<file path="src/rtl/fmac_pkg.sv">
package fmac_pkg;

    localparam int unsigned DEF_DW   = 16;
    localparam int unsigned DEF_AW   = 40;
    localparam int          DEF_BIAS = 8;

    typedef struct packed {
        logic vld;
        logic sof;
        logic eof;
    } flags_t;

    typedef enum logic [1:0] {
        ACC_HOLD = 2'd0,
        ACC_SEED = 2'd1,
        ACC_ADD  = 2'd2
    } acc_op_e;

    // Qualifier dominates; frame-open wins over plain accumulate.
    function automatic acc_op_e pick_op(input flags_t f);
        if (!f.vld)
            return ACC_HOLD;
        else if (f.sof)
            return ACC_SEED;
        else
            return ACC_ADD;
    endfunction

    function automatic flags_t gate_flags(input flags_t f);
        flags_t g;
        g.vld = f.vld;
        g.sof = f.vld & f.sof;
        g.eof = f.vld & f.eof;
        return g;
    endfunction

endpackage

</file>
<file path="src/rtl/fmac_mult.sv">
module fmac_mult #(
    parameter int unsigned DW = 16,
    parameter int unsigned AW = 40
) (
    input  logic signed [DW-1:0] a,
    input  logic signed [DW-1:0] b,
    output logic signed [AW-1:0] prod
);
    localparam int unsigned PW = 2 * DW;

    logic signed [PW-1:0] full;

    always_comb begin
        full = a * b;
        prod = AW'(full);
    end
endmodule

</file>
<file path="src/rtl/fmac_acc.sv">
module fmac_acc
    import fmac_pkg::*;
#(
    parameter int unsigned AW   = 40,
    parameter int          BIAS = 8
) (
    input  logic                 clk,
    input  logic                 rst,
    input  acc_op_e              op,
    input  logic signed [AW-1:0] prod,
    output logic signed [AW-1:0] acc
);
    localparam logic signed [AW-1:0] BIAS_V = AW'(BIAS);

    logic signed [AW-1:0] acc_nx;

    always_comb begin
        case (op)
            ACC_SEED: acc_nx = BIAS_V + prod;
            ACC_ADD:  acc_nx = acc + prod;
            default:  acc_nx = acc;
        endcase
    end

    always_ff @(posedge clk) begin
        if (rst)
            acc <= '0;
        else
            acc <= acc_nx;
    end


    hold_op_chk: assert property (@(posedge clk) disable iff (rst)
        (op == ACC_HOLD) |=> $stable(acc));
endmodule

</file>
<file path="src/rtl/fmac_ctrl.sv">
module fmac_ctrl
    import fmac_pkg::*;
(
    input  logic   clk,
    input  logic   rst,
    input  flags_t fin,
    output flags_t fout
);
    always_ff @(posedge clk) begin
        if (rst)
            fout <= '0;
        else
            fout <= gate_flags(fin);
    end


    flag_qual_chk: assert property (@(posedge clk) disable iff (rst)
        (fout.sof || fout.eof) |-> fout.vld);
endmodule

</file>
<file path="src/rtl/stream_mac.sv">
module stream_mac
    import fmac_pkg::*;
#(
    parameter int unsigned DW   = DEF_DW,
    parameter int unsigned AW   = DEF_AW,
    parameter int          BIAS = DEF_BIAS
) (
    input  logic                 clk,
    input  logic                 rst,
    input  logic signed [DW-1:0] a_in,
    input  logic signed [DW-1:0] b_in,
    input  logic                 vld_in,
    input  logic                 sof_in,
    input  logic                 eof_in,
    output logic signed [AW-1:0] acc_out,
    output logic                 vld_out,
    output logic                 sof_out,
    output logic                 eof_out
);
    localparam logic signed [AW-1:0] BIAS_V = AW'(BIAS);

    flags_t               fin;
    flags_t               fout;
    acc_op_e              op;
    logic signed [AW-1:0] prod;

    always_comb begin
        fin.vld = vld_in;
        fin.sof = sof_in;
        fin.eof = eof_in;
        op      = pick_op(fin);
    end

    fmac_mult #(.DW(DW), .AW(AW)) u_mult (
        .a    (a_in),
        .b    (b_in),
        .prod (prod)
    );

    fmac_acc #(.AW(AW), .BIAS(BIAS)) u_acc (
        .clk  (clk),
        .rst  (rst),
        .op   (op),
        .prod (prod),
        .acc  (acc_out)
    );

    fmac_ctrl u_ctrl (
        .clk  (clk),
        .rst  (rst),
        .fin  (fin),
        .fout (fout)
    );

    assign vld_out = fout.vld;
    assign sof_out = fout.sof;
    assign eof_out = fout.eof;


    reset_clear_chk: assert property (@(posedge clk)
        rst |=> (acc_out == '0 && !vld_out && !sof_out && !eof_out));


    seed_bias_chk: assert property (@(posedge clk) disable iff (rst)
        (vld_in && sof_in) |=> (acc_out == $past(prod) + BIAS_V));


    run_sum_chk: assert property (@(posedge clk) disable iff (rst)
        (vld_in && !sof_in) |=> (acc_out == $past(acc_out) + $past(prod)));


    idle_hold_chk: assert property (@(posedge clk) disable iff (rst)
        !vld_in |=> (acc_out == $past(acc_out)));


    valid_delay_chk: assert property (@(posedge clk) disable iff (rst)
        vld_in |=> vld_out);


    start_mark_chk: assert property (@(posedge clk) disable iff (rst)
        (vld_in && sof_in) |=> sof_out);


    end_mark_chk: assert property (@(posedge clk) disable iff (rst)
        (vld_in && eof_in) |=> eof_out);


    idle_marks_chk: assert property (@(posedge clk) disable iff (rst)
        !vld_in |=> (!sof_out && !eof_out && !vld_out));
endmodule

</file>
<file path="config.mk">
export PLATFORM = sky130hd
export DESIGN_NAME = stream_mac
export DESIGN_NICKNAME = d
export VERILOG_FILES = /design/src/rtl/fmac_pkg.sv /design/src/rtl/fmac_mult.sv /design/src/rtl/fmac_acc.sv /design/src/rtl/fmac_ctrl.sv /design/src/rtl/stream_mac.sv
export SDC_FILE = /design/constraint.sdc
export NUM_CORES = 1
export LEC_CHECK = 0
export BUFFER_PORTS_ARGS = -buffer_cell sky130_fd_sc_hd__buf_2
export CORE_UTILIZATION = 45
export DETAILED_ROUTE_END_ITERATION = 16
export SLEW_MARGIN = 30
export SYNTH_ARGS = -nofsm -noshare
export SYNTH_HDL_FRONTEND = slang
export SYNTH_SLANG_ARGS = --single-unit
</file>
<file path="constraint.sdc">
create_clock -name clk -period 15.7 [get_ports clk]
set_input_delay 1.57 -clock clk [delete_from_list [all_inputs] [get_ports clk]]
set_output_delay 1.57 -clock clk [all_outputs]
set_load 0.1 [all_outputs]
</file>
Yosys cells after proc, flatten, opt, wreduce, memory -nomap -nowiden
Cells that the tools add are included.
{"block": "op_classes", "add_sub_neg": 2, "multipliers": 1, "n_eq_ne": 2, "n_mux": 3, "n_bitwise": 2, "n_reduce_logical": 1}
{"cell": "40-bit case mux with 2 select lines", "count": 1}
{"cell": "40-bit by 32-bit adder with 40-bit output", "count": 1}
{"cell": "5-bit by 32-bit adder with 33-bit output, first input constant", "count": 1}
{"cell": "16-bit by 16-bit multiplier with 32-bit output", "count": 1}
{"cell": "2-bit 2-to-1 mux", "count": 2}
{"cell": "1-bit AND", "count": 2}
{"cell": "2-bit by 1-bit equality test with 1-bit output, second input constant", "count": 1}
{"cell": "2-bit equality test, second input constant", "count": 1}
{"cell": "2-bit nonzero test", "count": 1}
{"block": "word_totals", "ff_bits": 43, "input_bits": 37, "out_inout_bits": 43, "word_cells": 15}

Longest topological paths before layout
{"block": "depth", "word_depth": 4, "ltp_mapped": 34, "depth_no_buf": 32}

Hierarchy
From an unflattened synthesis, not the netlist that was laid out.
{"block": "unflattened", "hier_cells": 1741, "hier_area_um2": 14650.3}
{"mod": "fmac_mult", "instances": 1, "cells_each": 1100, "area_each_um2": 9913.3}
{"mod": "fmac_acc", "instances": 1, "cells_each": 633, "area_each_um2": 4631.9}
{"mod": "fmac_ctrl", "instances": 1, "cells_each": 6, "area_each_um2": 88.8}
{"mod": "stream_mac", "instances": 1, "cells_each": 2, "area_each_um2": 16.3}

Worst setup path after synthesis
Ideal clock, no wire load.
{"block": "synth_path", "kind": "input port to flip-flop", "startpoint": "input port b_in[7]", "endpoint": "register u_acc.acc[34]", "setup_time_ps": 86, "arrival_time_ps": 9605, "t_required_ps": 15614, "path_slack_ps": 6009, "stages": 30, "path_buffers": 2, "path_cell_list": "clkbuf_1 > nand2_1 > fa_1 > inv_1 > fa_1 > inv_1 > fa_1 > inv_1 > fa_1 > fa_1 > inv_1 > fa_1 > inv_1 > ha_1 > buf_2 > a21oi_1 > o211ai_1 > a221oi_1 > a21oi_1 > a2111o_1 > and3_1 > nor3_1 > ha_1 > a21o_1 > a21o_1 > and3_1 > a221oi_1 > nand2_1 > a31o_2 > a211oi_1"}
{"block": "synth_between", "elab_chain_len": 3, "word_cells_on_any_way": 4}
{"element": "from (decl)", "line_no": "stream_mac.sv:11", "source": "input logic signed [DW-1:0] b_in,"}
{"element": "16-bit by 16-bit multiplier with 32-bit output *", "line_no": "fmac_mult.sv:14", "source": "full = a * b;"}
{"element": "40-bit by 32-bit adder with 40-bit output / 5-bit by 32-bit adder with 33-bit output (equally long branches)", "line_no": "fmac_acc.sv:20, fmac_acc.sv:19"}
{"element": "40-bit case mux with 2 select lines *", "line_no": "fmac_acc.sv:18", "source": "case (op)"}
{"element": "to (signal assigned)", "line_no": "fmac_acc.sv:29", "source": "acc <= acc_nx;"}
{"element": "to (decl)", "line_no": "fmac_acc.sv:11", "source": "output logic signed [AW-1:0] acc"}
Every way passes the cells marked *; elsewhere a longest branch is shown, timed or not.
A chain may end at the register's enable or synchronous reset.

Worst setup path after layout
Ends and elaborated chain as after synthesis.

==> summary.txt <==
Run status
  – Status: complete, no violations

Setup path
  – Worst path max stage delay: 0.58 ns
  – CP Data Arrival Time: 10.14 ns
  – R2R Path Start: u_acc.acc[0]
  – Kind of end point of the critical path: register
  – Startpoint types: input pin
  – Worst EP required: 15.91 ns
  – Biggest fanout along the worst timing path: 16
  – Start-to-end type of the worst setup path: input pin to register
  – Critical path launch point: b_in[7]
  – Count of cells along the worst register-to-register path: 12
  – Crit-path slowest cell: or4_1

Yosys
  – Predominant post-synthesis flop cell: dfxtp_1
  – Number of nets in the synthesized netlist: 2173
  – Number of synthesized register bits: 43
  – Synth top area cells: fa_1, ha_1, inv_1
  – Cell count after synthesis: 1747
  – Post-synthesis instance area: 0.0148 sq mm
  – Total number of yosys warnings: 0
  – Top post-synthesis cells by count: inv_1, fa_1, nand2_1
  – Sequential element share of the synthesized area: 0.0583
  – Mean cell area of the mapped netlist: 8.45 sq um
  – Fraction of synthesis flops using an asynchronous set or reset pin: 0
  – Count of flip-flops with a built-in enable after synthesis: 0
  – Unique cell type count in the Yosys netlist: 85
  – Count leader, synth: inv_1
  – Yosys top cell area share: 0.357
  – Post-synth top area cell: fa_1

Route
  – Number of antenna-violating nets in the routed design: 0
  – Avg Vias per Cell: 5.36
  – Via count: 11800
  – Wirelength per Cell: 16.7 microns
  – DR iter-0 viols: 639
  – 1st-pass router iterations: 5
  – Count of unresolved DRC violations after routing: 0
  – Routed wire length: 36.8 mm

STA
  – Final worst slack: 5.77 ns
  – Post-route fraction of the period consumed by the critical path: 0.632
  – Worst relative slew slack: 0.469
  – Worst clock skew on the final layout: 0.00869 ns
  – Setup Viol. Count Final: 0
  – Tightest hold margin: 0.503 ns
  – Upper clock frequency limit: 101 MHz
  – Transition time at the pin with the least slew margin: 0.797 ns
  – Setup repair after global routing missed its margin: false
  – Pins over their slew limit: 0
  – Summed negative setup slack over all endpoints: 0 ns
  – Crit path time final: 9.93 ns
  – Final hold viol count: 0

Clock tree
  – H-Tree Depth: 2
  – Buffer levels on the longest clock path: 2
  – Clock tree from TritonCTS: done
  – Clock root cell: clkbuf_16
  – Number of buffers inserted to repair setup after CTS: 0
  – Post-CTS sizing: 0
  – TritonCTS buffer count: 5
  – Clock Sink Count: 43
  – Clock-pin slew of the registers on the worst-case setup and hold paths: 0.07 ns
  – Worst-skew pair later-pin latency: 0.30 ns
  – Hold Buf Count CTS: 0

Global routing
  – Overall track demand over capacity in global routing: 0.236
  – Global-route wire length before repair: 63.7 mm
  – Met1 Track Usage GR: 0.357
  – Initial antenna violation count: 0
  – Vias in the first global route: 12300
  – Global route total overflow: 0
  – M2 GR Usage: 0.367
  – Maximum number of pins on one net before global-route repair: 60
  – Global-route track usage on met3: 0.0173
  – Global route hottest layer: met2

Floorplanning
  – Row Count: 65
  – Die footprint: 0.0335 sq mm
  – Boundary pin count: 80
  – Core outline area: 0.0319 sq mm
  – Die Ht: 183 microns
  – Initial standard-cell utilization of the core: 0.463
  – Chip width: 183 microns

Cells and area
  – Footprint of the flip-flops and latches: 861 sq um
  – Filler cell count: 3179
  – Post-Layout Cell Count: 2205
  – Signed area change from the synthesized netlist to the final layout: 5.97%
  – Area of the multi-input gates: 0.0124 sq mm
  – Antenna diode count: 0
  – Final Net Count: 2195
  – Share of post-route cells with drive strength above 1: 0.0689

Place
  – Quantity of I/O buffers inserted on ports: 79
  – Final Wtd Congestion: 0.883
  – Pre-CTS setup slack: 5.57 ns
  – Post-DP HPWL: 29.9 mm
  – Number of instances in the placed design: 2197

Run
  – Number of max-cap violations: 0

Min path
  – Hold Path Cell Cnt: 2
  – Beginning of the worst hold path: u_acc.acc[39]
  – Worst hold-check path type: register to register
state kept, by name, summed over array words and instances (netlist names):
| register | flops |
|---|---|
| u_acc.acc | 40 |
| u_ctrl.fout | 3 |
placed cells by master, fill, tap and decap left out, types with 4 or more instances in the layout:
cell type / Yosys / layout
nand2b_1: 13 / 13
buf_2: 9 / 79
and2_1: 132 / 132
nor4_1: 5 / 5
ha_1: 126 / 126
o21ai_0: 54 / 54
a311oi_1: 4 / 4
nand3_1: 21 / 21
a31o_2: 7 / 7
and4_1: 6 / 6
clkbuf_16: 0 / 5
a21o_1: 23 / 23
mux2i_1: 11 / 11
o211ai_1: 16 / 16
nand4_1: 19 / 19
inv_1: 318 / 318
nor3b_1: 6 / 6
nor2b_1: 14 / 14
xor2_1: 30 / 30
nor2_1: 97 / 97
o31ai_1: 5 / 5
dfxtp_1: 43 / 43
nand2_1: 180 / 180
nor3_1: 24 / 24
fa_1: 263 / 263
a31oi_1: 9 / 9
o21bai_1: 6 / 6
a221oi_1: 5 / 5
o21ai_1: 6 / 6
xnor2_1: 49 / 49
o21a_1: 7 / 7
o2111ai_1: 4 / 4
a21oi_1: 73 / 73
and3_1: 10 / 10
a211oi_1: 24 / 24
or3_1: 8 / 8
through the flow:
stage / cell area [sq um] / util
floorplan: 14800 / -
global route: 15600 / 0.491
CTS: 15600 / 0.491
detailed placement: 15500 / 0.485
global placement: 15500 / 0.485
finish: 15600 / 0.491
per-layer routing:
layer | vias up | wire length, microns
met4 | 0 | 632
met1 | 5835 | 18500
li1 | 5648 | -
met2 | 297 | 16100
met3 | 36 | 1630
met5 | - | 0
logic make-up after synthesis:
logic type,Yosys count,share of synthesized area
XOR/XNOR,80,0.0480
AO/OA/AOI/OAI,281,0.132
flip-flops,43,0.0583
adder cells (fa/ha/maj),389,0.463
AND/OR/NAND/NOR,555,0.191
multiplexers,12,0.00822
buffers and inverters,387,0.100
critical path, delay by kind of cell:
kind / cells / cell delay [ns]
simple gates: 5 / 1.13
compound gates: 12 / 2.83
buf+inv: 7 / 0.64
fa+ha+maj: 8 / 3.97
final cells by class:
cell class                 count  area share
multi-input combinational   1317       0.794
tap                          435      0.0348
timing repair buffer          82      0.0267
inverter                     320      0.0771
clock inverter                 2     0.00384
clock buffer                   6     0.00824
sequential                    43      0.0550
worst paths after layout:
kind	endpoint	slack, ns
max	u_acc.acc[34]	5.77
min	u_acc.acc[39]	0.50
max reg2reg	u_acc.acc[34]	11.80
min reg2reg	u_acc.acc[39]	0.50
Power is not shown: default switching activity piles up to over one toggle a cycle in this logic, so the estimate is an artifact.
